File: src/rtl/yield_dispatch.sv
module yield_dispatch #(
  parameter int          NUM_IRQ    = 14,
  parameter logic [15:0] IRQ_BASE   = 16'hFC00,
  parameter int          STRIDE_LG2 = 6,
  parameter logic [15:0] MAIN_VEC   = 16'hFF80,
  parameter logic [15:0] BOOT_VEC   = 16'hFFC0
) (
  input  logic               clk,
  input  logic               rst_n,
  input  logic [NUM_IRQ-1:0] irq_req,
  input  logic               yield_pulse,
  input  logic               mask_set,
  output logic               disp_valid,
  output logic [15:0]        disp_pc,
  output logic [3:0]         disp_src,
  output logic               clear_regs,
  output logic               sleeping,
  output logic               mask_flag
);
  localparam logic [3:0] SRC_MAIN = 4'd14;
  localparam logic [3:0] SRC_BOOT = 4'd15;

  logic [NUM_IRQ-1:0] sync1, sync2;
  logic boot, asleep, mflag;
  logic [3:0] win;
  logic any_irq, m_eff, take, go_sleep;
  logic [15:0] next_pc;
  logic [3:0] next_src;

  always_comb begin
    win = '0;
    for (int i = NUM_IRQ - 1; i >= 0; i--)
      if (sync2[i]) win = 4'(i);
  end

  assign any_irq  = |sync2;
  assign m_eff    = mflag | mask_set;
  assign take     = boot | (asleep & any_irq) | (!asleep & yield_pulse & (any_irq | !m_eff));
  assign go_sleep = !boot & !asleep & yield_pulse & !any_irq & m_eff;
  assign next_src = boot ? SRC_BOOT : (any_irq ? win : SRC_MAIN);
  assign next_pc  = boot ? BOOT_VEC :
                    (any_irq ? IRQ_BASE + (16'(win) << STRIDE_LG2) : MAIN_VEC);

  always_ff @(posedge clk or negedge rst_n) begin
    if (!rst_n) begin
      sync1      <= '0;
      sync2      <= '0;
      boot       <= 1'b1;
      asleep     <= 1'b0;
      mflag      <= 1'b0;
      disp_valid <= 1'b0;
      disp_pc    <= '0;
      disp_src   <= '0;
    end else begin
      sync1      <= irq_req;
      sync2      <= sync1;
      boot       <= 1'b0;
      disp_valid <= take;
      if (take) begin
        disp_pc  <= next_pc;
        disp_src <= next_src;
        mflag    <= 1'b0;
        asleep   <= 1'b0;
      end else begin
        if (mask_set) mflag  <= 1'b1;
        if (go_sleep) asleep <= 1'b1;
      end
    end
  end

  assign clear_regs = disp_valid;
  assign sleeping   = asleep;
  assign mask_flag  = mflag;

  p_cause_r1: assert property (@(posedge clk) disable iff (!rst_n)
    disp_valid |-> ($past(yield_pulse) || $past(sleeping) || $past(boot)));
  p_vec_window_r3: assert property (@(posedge clk) disable iff (!rst_n)
    disp_valid |-> (disp_pc[15:10] == 6'b111111 && disp_pc[5:0] == 6'd0));
  p_sleep_masked_r4: assert property (@(posedge clk) disable iff (!rst_n)
    $rose(sleeping) |-> mask_flag && !disp_valid);
  p_mask_clr_r6: assert property (@(posedge clk) disable iff (!rst_n)
    disp_valid |-> !mask_flag && !sleeping);
  p_blk_r7: assert property (@(posedge clk) disable iff (!rst_n)
    mask_set |=> (mask_flag || disp_valid));
  p_boot_r9: assert property (@(posedge clk) disable iff (!rst_n)
    $fell(boot) |-> disp_valid && disp_src == SRC_BOOT);
endmodule

File: config.mk
export PLATFORM = sky130hd
export DESIGN_NAME = yield_dispatch
export DESIGN_NICKNAME = d
export VERILOG_FILES = /design/src/rtl/yield_dispatch.sv
export SDC_FILE = /design/constraint.sdc
export NUM_CORES = 1
export LEC_CHECK = 0
export BUFFER_PORTS_ARGS = -buffer_cell sky130_fd_sc_hd__buf_4
export CORE_AREA = 3 3 71 73
export DETAILED_ROUTE_END_ITERATION = 7
export DIE_AREA = 0 0 74 76
export PLACE_DENSITY = 0.51
export SLEW_MARGIN = 5
export SYNTH_ARGS = -nofsm -noshare
export SYNTH_HDL_FRONTEND = slang
export SYNTH_SLANG_ARGS = --single-unit
File: constraint.sdc
create_clock -name clk -period 1.7 [get_ports clk]
set_input_delay 0.17 -clock clk [delete_from_list [all_inputs] [get_ports clk]]
set_output_delay 0.17 -clock clk [all_outputs]
set_load 0.05 [all_outputs]
-- Yosys cells after proc, flatten, opt, wreduce, memory -nomap -nowiden
Index checks and enable logic that the tools add are counted.
- register bits: 52
- input port bits: 18
- add/sub/neg operators: 1
- mux-type cells: 22
- bitwise logic cells: 11
- reduce and logical (&&, ||, !) cells: 7
- operators by type and width (kind ; number):
    4-bit 2-to-1 mux ; 16
    16-bit 2-to-1 mux ; 2
    14-bit OR reduction ; 1
    11-bit by 11-bit adder with 12-bit output (first input constant) ; 1
    1-bit bitwise AND ; 7
    1-bit logical NOT ; 4
    1-bit 2-to-1 mux ; 4
    1-bit bitwise OR ; 4
    2-bit nonzero test ; 2

-- Logic depth before layout (Yosys ltp)
- word-level depth: 17
- depth in mapped cells: 5

-- Worst setup path after synthesis
OpenSTA, ideal clock, no wires.
- kind: reg-to-reg
- from: register mflag (netlist: mask_flag)
- to: register disp_src[2]
- setup time: 0.132 ns
- arrival: 1.369 ns
- path slack: 0.199 ns
- stages on the path, launching flop included: 6
- path buffers: 0
- period minus slack after synthesis: 1.501 ns
- path through: dfrtp_1 or2_2 nor2_1 o22ai_2 nor3_1 a21oi_1
- longest elaborated chain between the ends: 5
- RTL lines (element ; RTL line ; RTL):
    start: declaration ; 24 ; logic boot, asleep, mflag;
    start signal: assignment ; 50 ; mflag <= 1'b0;
    start signal: assignment ; 62 ; mflag <= 1'b0;
    start signal: assignment ; 65 ; if (mask_set) mflag <= 1'b1;
    1-bit bitwise OR ; 37 ; assign m_eff = mflag | mask_set;
    1-bit logical NOT ; 38 ; assign take = boot | (asleep & any_irq) | (!asleep & yield_pulse & (any_irq | !m_eff));
    1-bit bitwise OR ; 38 ;
    1-bit bitwise AND ; 38 ;
    1-bit bitwise OR ; 38 ;
    end signal: assignment ; 61 ; disp_src <= next_src;
    end: declaration ; 15 ; output logic [3:0] disp_src,
No other way between the ends.
A chain may end at the register's enable or synchronous reset.

-- Final worst setup path
- from: register sync2[7]
- to: register disp_pc[14]
- elaborated cells between the ends (all ways): 17
- RTL lines (element ; RTL line ; RTL):
    start: declaration ; 23 ; logic [NUM_IRQ-1:0] sync1, sync2;
    start signal: assignment ; 56 ; sync2 <= sync1;
    14-bit OR reduction * ; 36 ; assign any_irq = |sync2;
    1-bit bitwise AND or 1-bit bitwise OR (tied branches) ; 38 ;
    1-bit bitwise OR or 1-bit bitwise AND (tied branches) ; 38 ;
    1-bit bitwise OR * ; 38 ;
    via take ; 26 ; logic any_irq, m_eff, take, go_sleep;
    end signal: assignment ; 60 ; disp_pc <= next_pc;
    end: declaration ; 14 ; output logic [15:0] disp_pc,
The timed path passes the listed nets; every way through them passes the cells marked *.

==> metrics.log <==
INFO  metric run_status = finished clean
INFO  metric global_route.overflow_total = 0
INFO  metric dieArea = 5624 µm²
INFO  metric synthTopCellsByCount = 36 x dfrtp_1, 16 x buf_4, 10 x nor2_1
INFO  metric synth_edf_count = 0
INFO  metric post-synth-top-count-cell = dfrtp_1
INFO  metric synth.yosys.seq_area_share = 69.71%
INFO  metric synth_simple_gate_area_share = 11.38%
INFO  metric kind_of_critical_path = register to register
INFO  metric fill_cells = 424
INFO  metric fmax = 625.8 MHz
INFO  metric clock_tree.buffer_depth = 2
INFO  metric cp.buffers_inverters = 0
INFO  metric hold_violation_count_in_the_final_report = 0
INFO  metric worstRegToRegCells = 5
INFO  metric timing.critical_path.fanout_max = 4
INFO  metric finalClockSkew = 0.003494 ns
INFO  metric startpoint_type = register
INFO  metric antenna_found_initial = 0
INFO  metric drt-pass1-iter-count = 4
INFO  metric power-per-cell-area = 1035 nW/µm²
INFO  metric netlist_area = 1330 µm²
INFO  metric worst_skew_late_latency = 0.29 ns
INFO  metric postSynthAreaPerCell = 13.71 µm²
INFO  metric ys_seq_elements = 37
INFO  metric hold_path_end = sleeping
INFO  metric instances_no_fill = 203
INFO  metric family_of_cells_with_the_greatest_summed_delay_on_the_critical_path = simple AND/OR/NAND/NOR gates
INFO  metric grt_first_pass_wirelength = 3.946 mm
INFO  metric period_share = 94.00%
INFO  metric clock-sinks = 37
INFO  metric min_delay_path_depth = 3
INFO  metric rsz0062_at_grt = yes
INFO  metric ir_drop = 0.0006675 V
INFO  metric flow.area_growth_from_synthesis = 41.58%
INFO  metric cts-root-buf = clkbuf_8
INFO  metric nNetsFinal = 168
INFO  metric path_clk_slew = 0.07 ns
INFO  metric detail_route.iter0.violations = 33
INFO  metric die_x = 74 µm
INFO  metric io_port_bufs = 35
INFO  metric grt_pass1_vias = 900
INFO  metric routed-via-count = 826
INFO  metric holdCritPathClass = primary input to register
INFO  metric synth_top_cell_area_share = 67.73%
INFO  metric cts_tree = done
INFO  metric slowest_cp_cell = dfrtp_1
INFO  metric finalSetupViolations = 0
INFO  metric post_synth_num_cell_types = 24
INFO  metric biggest_area_contributors_in_the_synthesized_netlist = dfrtp_1 68%, buf_4 9.0%, nor4_4 3.2%
INFO  metric via_per_inst = 4.069
INFO  metric final.setup.worst_slack = 0.1020 ns
INFO  metric critical_path.max_stage_delay = 0.42 ns
INFO  metric slew_viol_final = 0
INFO  metric cts_max_level = 2
INFO  metric remaining_drc_errors = 0
INFO  metric postSynthCellCount = 97
INFO  metric synthFlopType = dfrtp_1
INFO  metric core-area = 4414 µm²
INFO  metric cap_violations = 0
INFO  metric synth_area_leader_cell = dfrtp_1
INFO  metric fin_crit = 1.598 ns
INFO  metric total_design_power = 1.950 mW
INFO  metric grt_max_degree = 38
INFO  metric synth_compound_gate_area_share = 8.467%
INFO  metric floorplan.initialDensity = 30.13%
INFO  metric async_flop_share = 100.0%
INFO  metric reg2reg_setup_slack = 0.10 ns
INFO  metric final_core_util = 42.66%
INFO  metric worst_setup_path_end_kind = register
INFO  metric tritoncts.num_buffers = 5
INFO  metric synth_top_family_by_area = simple AND/OR/NAND/NOR gates
INFO  metric crit-reg2reg-capture = disp_pc[14]
INFO  metric fp.dieH = 76 µm
INFO  metric synth.area.mux_share = 0%
INFO  metric n_antenna_cell = 0
INFO  metric holdCritStartpoint = yield_pulse
INFO  metric post_drt_wl_per_cell = 11.11 µm
INFO  metric yosysWarnings = 0
INFO  metric placed_cells_incl_taps = 174
INFO  metric synthesized_area_fraction_occupied_by_adder_cells = 0%
INFO  metric setup_slack_placement = 0.09239 ns
INFO  metric pin_count = 42
INFO  metric leakage_power_summed_over_all_cells = 0.8560 nW
INFO  metric grt_use_total = 9.343%
INFO  metric postRouteWirelength = 2.255 mm
INFO  metric post_synth_xor_area_fraction = 0%
INFO  metric r2r_start = sync2[7]
INFO  metric cp_data_required_time = 1.88 ns
INFO  metric crit_chain = nor4_4, nand4_2, o22ai_4, nand2b_4, or2_1
INFO  metric worst_ep_arrival_time = 1.78 ns
INFO  metric place_congestion = 0.7072
INFO  metric dp.final_hpwl = 1.514 mm
INFO  metric std_cell_rows = 24
INFO  metric drive_gt1_share = 37.75%
INFO  metric antenna_violating_nets_post_route = 0
==> where the power goes <==
part / internal (mW) / switching (mW)
clock network: 0.438 / 0.307
logic: 0.0981 / 0.148
registers: 0.926 / 0.0329
total: 1.46 / 0.488
==> layout make-up <==
type                       instances  area [µm²]  area share [%]
clock inverter                     3       46.29           2.458
sequential                        37       927.1           49.24
multi-input combinational         46       302.8           16.08
timing repair buffer              56       457.9           24.32
clock buffer                       5       68.82           3.654
inverter                           4       15.01          0.7973
tap                               52       65.06           3.455
==> registers in the layout, summed over array words and instances, names as in the netlist <==
register / flops
boot: 1
sleeping: 1
disp_pc: 2
sync1: 14
clear_regs: 1
disp_src: 3
mask_flag: 1
sync2: 14
==> metrics by stage <==
stage	hold WS (ns)	area, µm²	TNS [ns]
final	0.2111	1883	0
after global routing	0.2325	1883	-0.03616
after CTS	0.1905	1826	0
after detailed placement	0.1455	1560	0
after global placement	0.1408	1560	0
after floorplan	-0.1256	1353	0
==> routing by layer <==
layer / share of wire [%] / track usage, %
met3: 8.4 / 4.485
met4: 1.7 / 4.891
met5: 0 / 0
met1: 39 / 10.03
met2: 51 / 14.89
==> logic make-up after synthesis <==
group | after synthesis
simple gates | 22
compound gates | 17
other cells | 1
flops | 37
buf+inv | 20
==> worst reg2reg max path, delay by kind of cell (launching register included) <==
kind	cells	cell delay, ns
AND/OR/NAND/NOR	4	0.85
flip-flops	1	0.42
AO/OA/AOI/OAI	1	0.22
==> cells in the final DEF, fill, tap and decap left out, types with 2 or more instances in the layout <==
cell / instances
inv_1: 4
conb_1: 7
nor4_4: 2
clkbuf_8: 5
o21ai_0: 3
nor2_1: 10
dfrtp_1: 36
o21a_1: 2
dlygate4sd3_1: 15
nor3_1: 3
buf_4: 41
a21oi_1: 6
==> what timing repair did <==
| action | 4_1_cts | 5_1_grt |
|---|---|---|
| setup endpoints to repair | 0 | 3 |
| gates resized for setup | 0 | 2 |
| hold endpoints to repair | 50 | 0 |
| hold buffers | 15 | 0 |
| buffers inserted | 0 | 6 |
==> worst max path at each step <==
stage                       end  cells past startpoint  startpoint  slack (ns)
floorplan           disp_src[2]                      5   mask_flag        0.20
global placement    disp_pc[14]                      5    sync2[9]        0.16
detailed placement  disp_pc[14]                      5    sync2[4]        0.09
CTS                 disp_pc[14]                      5    sync2[4]        0.09
global route        disp_pc[14]                      5    sync2[7]       -0.03
finish              disp_pc[14]                      5    sync2[7]        0.10
(Power assumes the default switching activity.)
